### config.mk
export PLATFORM = sky130hd
export DESIGN_NAME = term_mailbox
export DESIGN_NICKNAME = d
export VERILOG_FILES = /design/src/rtl/tm_pkg.sv /design/src/rtl/tm_sync.sv /design/src/rtl/tm_host_parser.sv /design/src/rtl/tm_core.sv /design/src/rtl/term_mailbox.sv
export SDC_FILE = /design/constraint.sdc
export NUM_CORES = 1
export LEC_CHECK = 0
export BUFFER_PORTS_ARGS = -buffer_cell sky130_fd_sc_hd__buf_2
export CELL_PAD_IN_SITES_DETAIL_PLACEMENT = 0
export CELL_PAD_IN_SITES_GLOBAL_PLACEMENT = 1
export CORE_MARGIN = 3
export CORE_UTILIZATION = 36
export CTS_CLUSTER_SIZE = 10
export DETAILED_ROUTE_END_ITERATION = 6
export PLACE_DENSITY = 0.71
export SKIP_CTS_REPAIR_TIMING = 1
export SLEW_MARGIN = 5
export SYNTH_ARGS = -nofsm -noshare
export SYNTH_HDL_FRONTEND = slang
export SYNTH_SLANG_ARGS = --single-unit
### constraint.sdc
create_clock -name clk -period 1.5 [get_ports clk]
set_input_delay 0.15 -clock clk [delete_from_list [all_inputs] [get_ports clk]]
set_output_delay 0.15 -clock clk [all_outputs]
set_load 0.01 [all_outputs]
### src/rtl/tm_pkg.sv
package tm_pkg;
    localparam logic [7:0] CMD_LOAD  = 8'h00;
    localparam logic [7:0] CMD_QUERY = 8'h01;

    typedef enum logic {
        PS_CMD  = 1'b0,
        PS_DATA = 1'b1
    } parse_st_e;
endpackage

### src/rtl/tm_sync.sv
module tm_sync #(
    parameter int          N       = 3,
    parameter int          STAGES  = 2,
    parameter logic [N-1:0] RST_VAL = '0
) (
    input  logic         clk,
    input  logic         rst_n,
    input  logic [N-1:0] async_i,
    output logic [N-1:0] sync_o
);
    logic [N-1:0] chain_q [STAGES];

    for (genvar s = 0; s < STAGES; s++) begin : g_stage
        always_ff @(posedge clk or negedge rst_n) begin
            if (!rst_n) begin
                chain_q[s] <= RST_VAL;
            end else if (s == 0) begin
                chain_q[s] <= async_i;
            end else begin
                chain_q[s] <= chain_q[(s == 0) ? 0 : s-1];
            end
        end
    end

    assign sync_o = chain_q[STAGES-1];
endmodule

### src/rtl/tm_host_parser.sv
module tm_host_parser
    import tm_pkg::*;
#(
    parameter int DW = 8
) (
    input  logic          clk,
    input  logic          rst_n,
    input  logic [DW-1:0] in_data,
    input  logic          in_valid,
    output logic          load_o,
    output logic [DW-1:0] load_byte_o,
    output logic          query_o
);
    typedef struct packed {
        parse_st_e st;
    } pstate_t;

    pstate_t s_d, s_q;

    always_comb begin
        s_d     = s_q;
        load_o  = 1'b0;
        query_o = 1'b0;
        if (in_valid) begin
            if (s_q.st == PS_DATA) begin
                load_o = 1'b1;
                s_d.st = PS_CMD;
            end else if (in_data == DW'(CMD_LOAD)) begin
                s_d.st = PS_DATA;
            end else if (in_data == DW'(CMD_QUERY)) begin
                query_o = 1'b1;
            end
        end
    end

    assign load_byte_o = in_data;

    always_ff @(posedge clk or negedge rst_n) begin
        if (!rst_n) s_q <= '{st: PS_CMD};
        else        s_q <= s_d;
    end

    // an unknown command leaves the parser waiting for a command
    p_bad_cmd_r11: assert property (@(posedge clk) disable iff (!rst_n)
        (in_valid && s_q.st == PS_CMD && in_data != DW'(CMD_LOAD) && in_data != DW'(CMD_QUERY))
        |=> (s_q.st == PS_CMD));

    // a load command arms the data phase
    p_arm_r2: assert property (@(posedge clk) disable iff (!rst_n)
        (in_valid && s_q.st == PS_CMD && in_data == DW'(CMD_LOAD)) |=> (s_q.st == PS_DATA));
endmodule

### src/rtl/tm_core.sv
module tm_core #(
    parameter int DW    = 8,
    parameter int CNT_W = 8
) (
    input  logic          clk,
    input  logic          rst_n,
    input  logic          en_n_s,
    input  logic          rw_s,
    input  logic          rs_s,
    input  logic [DW-1:0] bus_din,
    input  logic          load,
    input  logic [DW-1:0] load_byte,
    input  logic          query,
    output logic [DW-1:0] bus_dout,
    output logic          bus_oe,
    output logic [DW-1:0] out_data,
    output logic          out_valid
);
    typedef struct packed {
        logic [DW-1:0]    data;
        logic [CNT_W-1:0] cnt;
        logic [DW-1:0]    rd;
        logic             oe;
        logic [DW-1:0]    odat;
        logic             ovld;
        logic             pend;
        logic             en_prev;
    } core_t;

    core_t c_d, c_q;
    logic  act, rd_stb, wr_stb;

    assign act    = c_q.en_prev && !en_n_s;
    assign rd_stb = act && rw_s;
    assign wr_stb = act && !rw_s;

    always_comb begin
        c_d         = c_q;
        c_d.en_prev = en_n_s;
        c_d.ovld    = 1'b0;

        if (rd_stb) begin
            c_d.rd = rs_s ? DW'(c_q.cnt) : c_q.data;
            c_d.oe = 1'b1;
            if (!rs_s) begin
                c_d.data = '0;
                c_d.cnt  = '0;
            end
        end else if (en_n_s) begin
            c_d.oe = 1'b0;
        end

        if (load) begin
            c_d.data = load_byte;
            c_d.cnt  = CNT_W'(1);
        end

        if (wr_stb) begin
            c_d.odat = bus_din;
            c_d.ovld = 1'b1;
            c_d.pend = c_q.pend | query;
        end else if (query || c_q.pend) begin
            c_d.odat = DW'(c_q.cnt);
            c_d.ovld = 1'b1;
            c_d.pend = 1'b0;
        end
    end

    always_ff @(posedge clk or negedge rst_n) begin
        if (!rst_n) begin
            c_q         <= '0;
            c_q.en_prev <= 1'b1;
        end else begin
            c_q <= c_d;
        end
    end

    assign bus_dout  = c_q.rd;
    assign bus_oe    = c_q.oe;
    assign out_data  = c_q.odat;
    assign out_valid = c_q.ovld;

    // a load from the parser leaves the byte stored and count at one
    p_load_r2: assert property (@(posedge clk) disable iff (!rst_n)
        load |=> (c_q.data == $past(load_byte) && c_q.cnt == CNT_W'(1)));

    // a mailbox read with no concurrent load empties the slot
    p_rd_clear_r7: assert property (@(posedge clk) disable iff (!rst_n)
        (rd_stb && !rs_s && !load) |=> (c_q.cnt == '0 && c_q.data == '0));

    // the bus is driven only after a synchronised low enable
    p_oe_r8: assert property (@(posedge clk) disable iff (!rst_n)
        bus_oe |-> !$past(en_n_s));

    // a processor write reaches the host output in the next cycle
    p_fwd_r9: assert property (@(posedge clk) disable iff (!rst_n)
        wr_stb |=> (out_valid && out_data == $past(bus_din)));

    // a bus action never fires on two consecutive cycles
    p_once_r10: assert property (@(posedge clk) disable iff (!rst_n)
        act |=> !act);

    // a colliding status answer is held back one cycle
    p_defer_r12: assert property (@(posedge clk) disable iff (!rst_n)
        (wr_stb && query) |=> ##1 (out_valid && !c_q.pend));
endmodule

### src/rtl/term_mailbox.sv
module term_mailbox #(
    parameter int DW          = 8,
    parameter int CNT_W       = 8,
    parameter int SYNC_STAGES = 2
) (
    input  logic          clk,
    input  logic          rst_n,
    input  logic [DW-1:0] host_in_data,
    input  logic          host_in_valid,
    output logic [DW-1:0] host_out_data,
    output logic          host_out_valid,
    input  logic          bus_en_n,
    input  logic          bus_rw,
    input  logic          bus_rs,
    input  logic [DW-1:0] bus_din,
    output logic [DW-1:0] bus_dout,
    output logic          bus_oe
);
    localparam int NCTL = 3;

    logic [NCTL-1:0] ctl_s;
    logic            load, query;
    logic [DW-1:0]   load_byte;

    tm_sync #(
        .N       (NCTL),
        .STAGES  (SYNC_STAGES),
        .RST_VAL (3'b100)
    ) i_sync (
        .clk     (clk),
        .rst_n   (rst_n),
        .async_i ({bus_en_n, bus_rw, bus_rs}),
        .sync_o  (ctl_s)
    );

    tm_host_parser #(.DW(DW)) i_parser (
        .clk         (clk),
        .rst_n       (rst_n),
        .in_data     (host_in_data),
        .in_valid    (host_in_valid),
        .load_o      (load),
        .load_byte_o (load_byte),
        .query_o     (query)
    );

    tm_core #(.DW(DW), .CNT_W(CNT_W)) i_core (
        .clk       (clk),
        .rst_n     (rst_n),
        .en_n_s    (ctl_s[2]),
        .rw_s      (ctl_s[1]),
        .rs_s      (ctl_s[0]),
        .bus_din   (bus_din),
        .load      (load),
        .load_byte (load_byte),
        .query     (query),
        .bus_dout  (bus_dout),
        .bus_oe    (bus_oe),
        .out_data  (host_out_data),
        .out_valid (host_out_valid)
    );
endmodule

After elaboration in Yosys (flattened, before gate mapping)
Cells that the tools add are included.

storage, ports and cells
  bits of input ports = 22
  output and inout port bits = 18
  word-level logic and storage cells = 41
  register bits after elaboration = 43

cells by class
  reductions and logical operators = 11
  equality and inequality tests = 2
  bitwise gates (word level) = 1
  mux-type cells = 16

operator list
  kind                                                                   number
  16-bit two-way mux                                                     2
  24-bit two-way mux                                                     1
  10-bit two-way mux                                                     2
  1-bit two-way mux                                                      10
  8-bit by 1-bit equality test with 1-bit output, second input constant  1
  8-bit logical NOT                                                      1
  8-bit two-way mux                                                      1
  2-bit nonzero test                                                     3
  1-bit logical AND                                                      3
  1-bit logical NOT                                                      2
  2-bit by 1-bit != test with 1-bit output, second input constant        1
  2-bit AND reduction                                                    1
  1-bit logical OR                                                       1
  1-bit OR                                                               1

Depth between registers and ports, before layout
Gate-level depths: netlist of run 1.

  depth in word-level cells = 8
  gate-level depth with buffers = 5
  gate-level depth less buffers = 4

Cells and area by module
A second synthesis of run 1 with hierarchy kept.

second synthesis, totals
  cell total of the unflattened synthesis = 136
  area total of the unflattened synthesis = 1652.8 sq um

modules (own cells, without submodules)
  module          sequential area each (sq um)  area each (sq um)  times used  cells each
  tm_core         726.9                         1331.3             1           112
  tm_sync         152.6                         175.2              1           9
  tm_host_parser  25.0                          146.4              1           15

Worst setup path before layout of run 1
OpenSTA, ideal clock, no wires.

  kind = flip-flop to flip-flop
  start point = reg i_core.c_q[0] (netlist name)
  end point = reg i_core.c_q, in the netlist i_core.out_data[1]
  path buffers = 1
  setup slack = -22 ps
  arrival time = 1401 ps
  cell stages (with the launch flop) = 5
  data required time = 1379 ps
  path through = dfstp_2 or3b_2 and2_1 buf_6 a22o_1

between the ends
  cells in the longest elaborated chain, start to end = 3

ends and longest elaborated chain
  item                                                             RTL line       RTL
  start: declaration                                               tm_core.sv:30  core_t c_d, c_q;
  1-bit logical AND (*)                                            tm_core.sv:33  assign act = c_q.en_prev && !en_n_s;
  1-bit logical AND (*)                                            tm_core.sv:35  assign wr_stb = act && !rw_s;
  10-bit two-way mux / 2-bit nonzero test (equally long branches)  -

Mark *: on every way between the ends. The rest lies on a longest branch, timed or not.
A chain may end at the register's enable or synchronous reset.

Worst setup path in the final report of run 1
  start point = reg i_core.c_q[0] (netlist name)
  end point = reg i_core.c_q, in the netlist i_core.out_data[2]

The elaborated chain is that of the path after synthesis.

==> impl_metrics.toml, run 1 <==
[finish]
multiInputGateArea_um2 = 435
area_delta_synth_final_pct = 18.7
drive_above_1_share_pct = 38.9
final_util_pct = 46.2
stdcell_area_um2 = 1770
layout.area.seq_um2 = 905
fill_cells = 371
num_antenna_cells = 0
layout.nets = 178

[timing]
tightest_slew_ns = 0.324
post-route-period-util_pct = 93.5
setup_violations = 0
finalHoldViolations = 0
clock_skew_ns = 0.00886
fmax_ghz = 0.713
final_max_slew_viol_count = 0
rsz0062_at_grt = "false"
max_slew_margin_pct = 78.4
fin_hold_ws_ns = 0.0791
finalSetupTns_ns = 0
period_needed_ns = 1.40

[drt]
avgRoutedWirePerCell_um = 12.9
drc = 0
drt_iter0_markers = 26
avgViaCountPerCell = 4.66
vias = 956
first_pass_iters = 4
ant_nets = 0
finalWirelength_mm = 2.64

[critical_path]
slowest_stage = "dfstp_2"
crit_arrival_ns = 1.57
crit_type = "flop to flop"
max_stage_delay_ns = 0.54
r2r_cells = 3
cp_num_buf_inv = 0
worstPathRequired_ns = 1.66
start_kind = "flop"
cp.depth = 3
crit_chain = "or3b_4, and2_4, a22o_1"
worstSetupEndpointType = "flop"
crit_fanout = 8
cp_top_family = "simple AND/OR/NAND/NOR gates"

[synthesis]
synth-seq-cells = 36
ys_warn_count = 0
ys_types = 26
syn_area_um2 = 1490
ys_seq_area_share_pct = 60.7
syn_avg_cell_area_um2 = 12.3
synth_nets = 143
synth_cells = 121

[placement]
placed_area_um2 = 1650
portBuffers = 39
gp_congestion = 0.714
hpwl_mm = 2.00

[global_route]
grt_max_degree = 18
grt_pass1_vias = 878
grt_use_total_pct = 11.2
grt_first_pass_wirelength_mm = 4.25
antenna_found_initial = 0
gr-total-overflow = 0

[clock_tree]
clk-insertion-delay-late_ns = 0.28
root_buffer = "clkbuf_8"
h-tree-depth = 2
cts.reportedPaths.clkPinSlew_ns = 0.07
cts_tree = "yes"
cts.sinks = 36
cts_buffers = 5
clockBufferDepth = 2

[die]
fp.dieH_um = 70.3
dieArea_um2 = 4950
die_w_um = 70.3
ios = 40
rows = 22
core-area_um2 = 3830
start_util_pct = 38.9

[power]
vdd_drop_max_mv = 0.738
powerDensity_nw_per_um2 = 1120
leakage_nw = 0.876

[worst_hold_path]
min_path_type = "primary input to flop"
min_delay_path_depth = 2

[flow_run]
cap_violations = 0

[outcome]
outcome = "complete, no violations"
cells in the final DEF, fill, tap and decap left out:
cell | netlist | layout
nor4b_4 | 1 | 1
nand3_1 | 1 | 1
clkbuf_8 | 0 | 5
dfstp_2 | 3 | 3
a41o_2 | 1 | 1
o21ai_0 | 10 | 10
and2_4 | 0 | 1
mux2i_1 | 1 | 1
nand3b_1 | 1 | 1
a21oi_1 | 3 | 3
and2_1 | 2 | 1
nor2_1 | 4 | 3
clkinv_2 | 0 | 1
a311oi_1 | 1 | 1
dfrtp_1 | 33 | 33
nand2b_1 | 7 | 7
o21bai_1 | 1 | 1
dlygate4sd3_1 | 0 | 4
nand2_1 | 8 | 8
nor2_2 | 0 | 1
a22o_1 | 14 | 14
buf_4 | 16 | 5
clkbuf_1 | 3 | 2
inv_1 | 4 | 4
buf_2 | 0 | 39
nor4_4 | 1 | 1
nor3b_2 | 1 | 1
nor2b_1 | 1 | 1
a22o_2 | 1 | 1
a31oi_1 | 1 | 1
or3b_4 | 0 | 1
power by group:
part           internal (W)  total (W)  switching [W]
clock network      0.000325   0.000628       0.000303
registers           0.00105    0.00109      0.0000382
logic              0.000128   0.000257       0.000129
flip-flops by register name, summed over array words and instances, names as in the netlist:
register          cells
i_sync.sync_o         3
i_core.bus_dout       8
i_core.out_data       8
i_parser.s_q          1
i_core.c_q           11
i_core.out_valid      1
i_core.bus_oe         1
i_sync.chain_q        3
layout make-up:
cell class                      instances  area share, %
Multi-Input combinational cell         61           24.6
Tap cell                               48           3.39
Sequential cell                        36           51.1
Clock buffer                            7           4.31
Clock inverter                          1          0.283
Inverter                                4          0.849
Timing Repair Buffer                   48           15.4
synthesized netlist by cell type:
master,instances,area [um2]
nor2b_1,1,6.26
dfstp_2,3,78.8
o21ai_0,10,50.1
or3b_2,1,8.76
dfrtp_1,33,826
a31oi_1,1,6.26
clkbuf_1,3,11.3
buf_6,1,11.3
nor4b_4,1,23.8
mux2i_1,1,10.0
and2_1,2,12.5
inv_1,4,15.0
nand3b_1,1,7.51
o21bai_1,1,7.51
a22o_2,1,10.0
a22o_1,14,123
buf_4,16,120
a21oi_1,3,15.0
nand3_1,1,5.00
nand2_1,8,30.0
a41o_2,1,11.3
a311oi_1,1,8.76
nor4_4,1,21.3
nor2_1,4,15.0
nor3b_2,1,12.5
nand2b_1,7,43.8
metal layers:
| layer | track usage [%] | up-vias | wire length, um |
|---|---|---|---|
| met5 | 0 | - | 0 |
| met4 | 6.38 | 0 | 53 |
| met3 | 4.75 | 4 | 177 |
| met2 | 14.2 | 25 | 1200 |
| met1 | 15.5 | 454 | 1210 |
| li1 | - | 473 | - |
logic make-up (layout without fill, tap and decap cells):
group / after synthesis / count (layout) / share of synthesized area [%]
AND/OR/NAND/NOR: 28 / 28 / 12.5
buffers and inverters: 24 / 60 / 10.6
flip-flops: 36 / 36 / 60.7
multiplexers: 1 / 1 / 0.672
AO/OA/AOI/OAI: 32 / 32 / 15.5
worst register-to-register path, delay by kind of cell, from the launching register on:
family	cells	cell delay, ns
flops	1	0.54
simple gates	2	0.57
compound gates	1	0.19
path summary, 6_finish.rpt:
kind	startpoint	end	slack (ns)
min reg2reg	i_sync.chain_q[4]	i_sync.sync_o[1]	0.35
max reg2reg	i_core.c_q[0]	i_core.out_data[2]	0.1
min	host_in_valid	i_parser.s_q	0.08
max	i_core.c_q[0]	i_core.out_data[2]	0.1
max in group asynchronous	rst_n	i_sync.chain_q[5]	0.68
min in group asynchronous	rst_n	i_sync.chain_q[3]	0.28
through the flow:
step                setup slack, ns  cells  total power (W)
CTS                          0.0779    201          0.00201
global placement              0.124    193          0.00135
detailed placement           0.0997    193          0.00136
finish                       0.0978    205          0.00197
global route                 0.0732    205          0.00210
floorplan                    0.0777    121          0.00129
Power figures use the tool's default switching activity.
==> run 2, diff against run 1 <==
--- a/config.mk
+++ b/config.mk
@@ -9,10 +9,10 @@
 export CELL_PAD_IN_SITES_DETAIL_PLACEMENT = 0
 export CELL_PAD_IN_SITES_GLOBAL_PLACEMENT = 1
 export CORE_MARGIN = 3
-export CORE_UTILIZATION = 36
+export CORE_UTILIZATION = 35
 export CTS_CLUSTER_SIZE = 10
 export DETAILED_ROUTE_END_ITERATION = 6
-export PLACE_DENSITY = 0.71
+export PLACE_DENSITY = 0.69
 export SKIP_CTS_REPAIR_TIMING = 1
 export SLEW_MARGIN = 5
 export SYNTH_ARGS = -nofsm -noshare
==> run 2 against run 1 <==
Effect of this change: sequential power about the same; clock power up 32%; critical path type unchanged; count of clock-buffer cells in the layout down 1; via count is 1.5% higher.
==> impl_metrics.toml, run 2 (same netlist as run 1, synthesis figures left out) <==
[outcome]
outcome = "complete, no violations"

[global_route]
grt_use_total_pct = 11.8
grt_pass1_vias = 1047
grt_first_pass_wirelength_mm = 4.62
grt_max_degree = 37
gr-total-overflow = 0
antenna_found_initial = 0

[power]
vdd_drop_max_mv = 0.529
finalPower_w = 0.00217
powerDensity_nw_per_um2 = 1200
leakage_nw = 0.890

[drt]
ant_nets = 0
first_pass_iters = 4
drc = 0
drt_iter0_markers = 35
avgRoutedWirePerCell_um = 12.9
vias = 970
finalWirelength_mm = 2.66
avgViaCountPerCell = 4.71

[timing]
finalHoldViolations = 0
finalSetupTns_ns = 0
post-route-period-util_pct = 92.7
tightest_slew_ns = 0.325
fmax_ghz = 0.719
final_max_slew_viol_count = 0
rsz0062_at_grt = "false"
clock_skew_ns = 0.00541
setup_violations = 0
period_needed_ns = 1.39
max_slew_margin_pct = 78.2
fin_hold_ws_ns = 0.0811

[placement]
hpwl_mm = 1.99
dpl.cell_count = 194
portBuffers = 39
gp_congestion = 0.675

[finish]
area_delta_synth_final_pct = 21.0
layout.nets = 177
final_cell_mix = "39 x buf_2, 33 x dfrtp_1, 14 x a22o_1"
final_common_cell = "buf_2"
drive_above_1_share_pct = 39.1
num_antenna_cells = 0
final_util_pct = 44.4
top_register = "i_core.c_q"
layout.cells.non_filler = 206
largest_reg_flops = 11

[clock_tree]
cts_tree = "yes"
cts.reportedPaths.clkPinSlew_ns = 0.07
clk-insertion-delay-late_ns = 0.28
cts.sinks = 36
root_buffer = "clkbuf_8"
h-tree-depth = 2
clockBufferDepth = 2
cts_buffers = 5

[worst_hold_path]
min_path_type = "primary input to flop"

[critical_path]
max_stage_delay_ns = 0.54
start_kind = "flop"
slowest_stage = "dfstp_2"
crit_arrival_ns = 1.56
worstSetupEndpointType = "flop"
crit_type = "flop to flop"
crit_fanout = 8
worstPathRequired_ns = 1.67
crit_chain = "or3b_4, and2_4, a22o_1"

[die]
rows = 23
start_util_pct = 36.7
ios = 40
dieArea_um2 = 5080
fp.dieH_um = 71.3
core-area_um2 = 4060
die_w_um = 71.3

[flow_run]
cap_violations = 0
==> run 2: cell count changes in the layout (fill, tap and decap cells not counted), sizes merged <==
cell and change:
clkbuf -1, bufinv +1, buf -1
==> run 2: final timing paths <==
path / from / endpoint / slack, ns / depth (start not counted)
max reg2reg: i_core.c_q[0] / i_core.out_data[5] / 0.11 / 3
min in group asynchronous: rst_n / i_core.bus_dout[1] / 0.35 / 3
min reg2reg: i_sync.chain_q[3] / i_sync.sync_o[0] / 0.35 / 0
min: host_in_valid / i_parser.s_q / 0.08 / 2
max in group asynchronous: rst_n / i_core.c_q[0] / 0.90 / 3
max: i_core.c_q[0] / i_core.out_data[5] / 0.11 / 3
==> run 2: final cells by class <==
type	instances	area (um2)
well taps	50	62.6
clock inverters	2	35.0
flip-flops and latches	36	905
repair buffers	47	278
clock buffers	6	72.6
inverters	4	15.0
multi-input cells	61	435
fillers	389	2250
==> run 2: stage by stage <==
step / worst slack [ns] / area (um2)
3_3_place_gp: 0.126 / 1650
4_1_cts: 0.0636 / 1760
5_1_grt: 0.0718 / 1800
2_1_floorplan: 0.0777 / 1500
3_5_place_dp: 0.0907 / 1650
6_report: 0.109 / 1800
==> run 2: critical path, delay by kind of cell, from the launching register on <==
family / cells / cell delay (ns)
AND/OR/NAND/NOR: 2 / 0.56
AO/OA/AOI/OAI: 1 / 0.18
flip-flops: 1 / 0.54
==> run 2: report_power, final <==
| part | total [W] | switching, W | internal, W | leakage, nW |
|---|---|---|---|---|
| clock | 0.000826 | 0.000333 | 0.000493 | 0.0552 |
| sequential | 0.00109 | 0.0000420 | 0.00105 | 0.466 |
| combinational | 0.000252 | 0.000124 | 0.000128 | 0.368 |
| total | 0.00217 | 0.000499 | 0.00167 | 0.890 |
==> run 2: layer usage <==
layer	up-vias	share of wire, %	GRT usage [%]
li1	470	-	-
met1	455	43	13.6
met2	38	46	19.4
met3	7	9.3	5.19
met4	0	1.8	4.38
met5	-	0	0
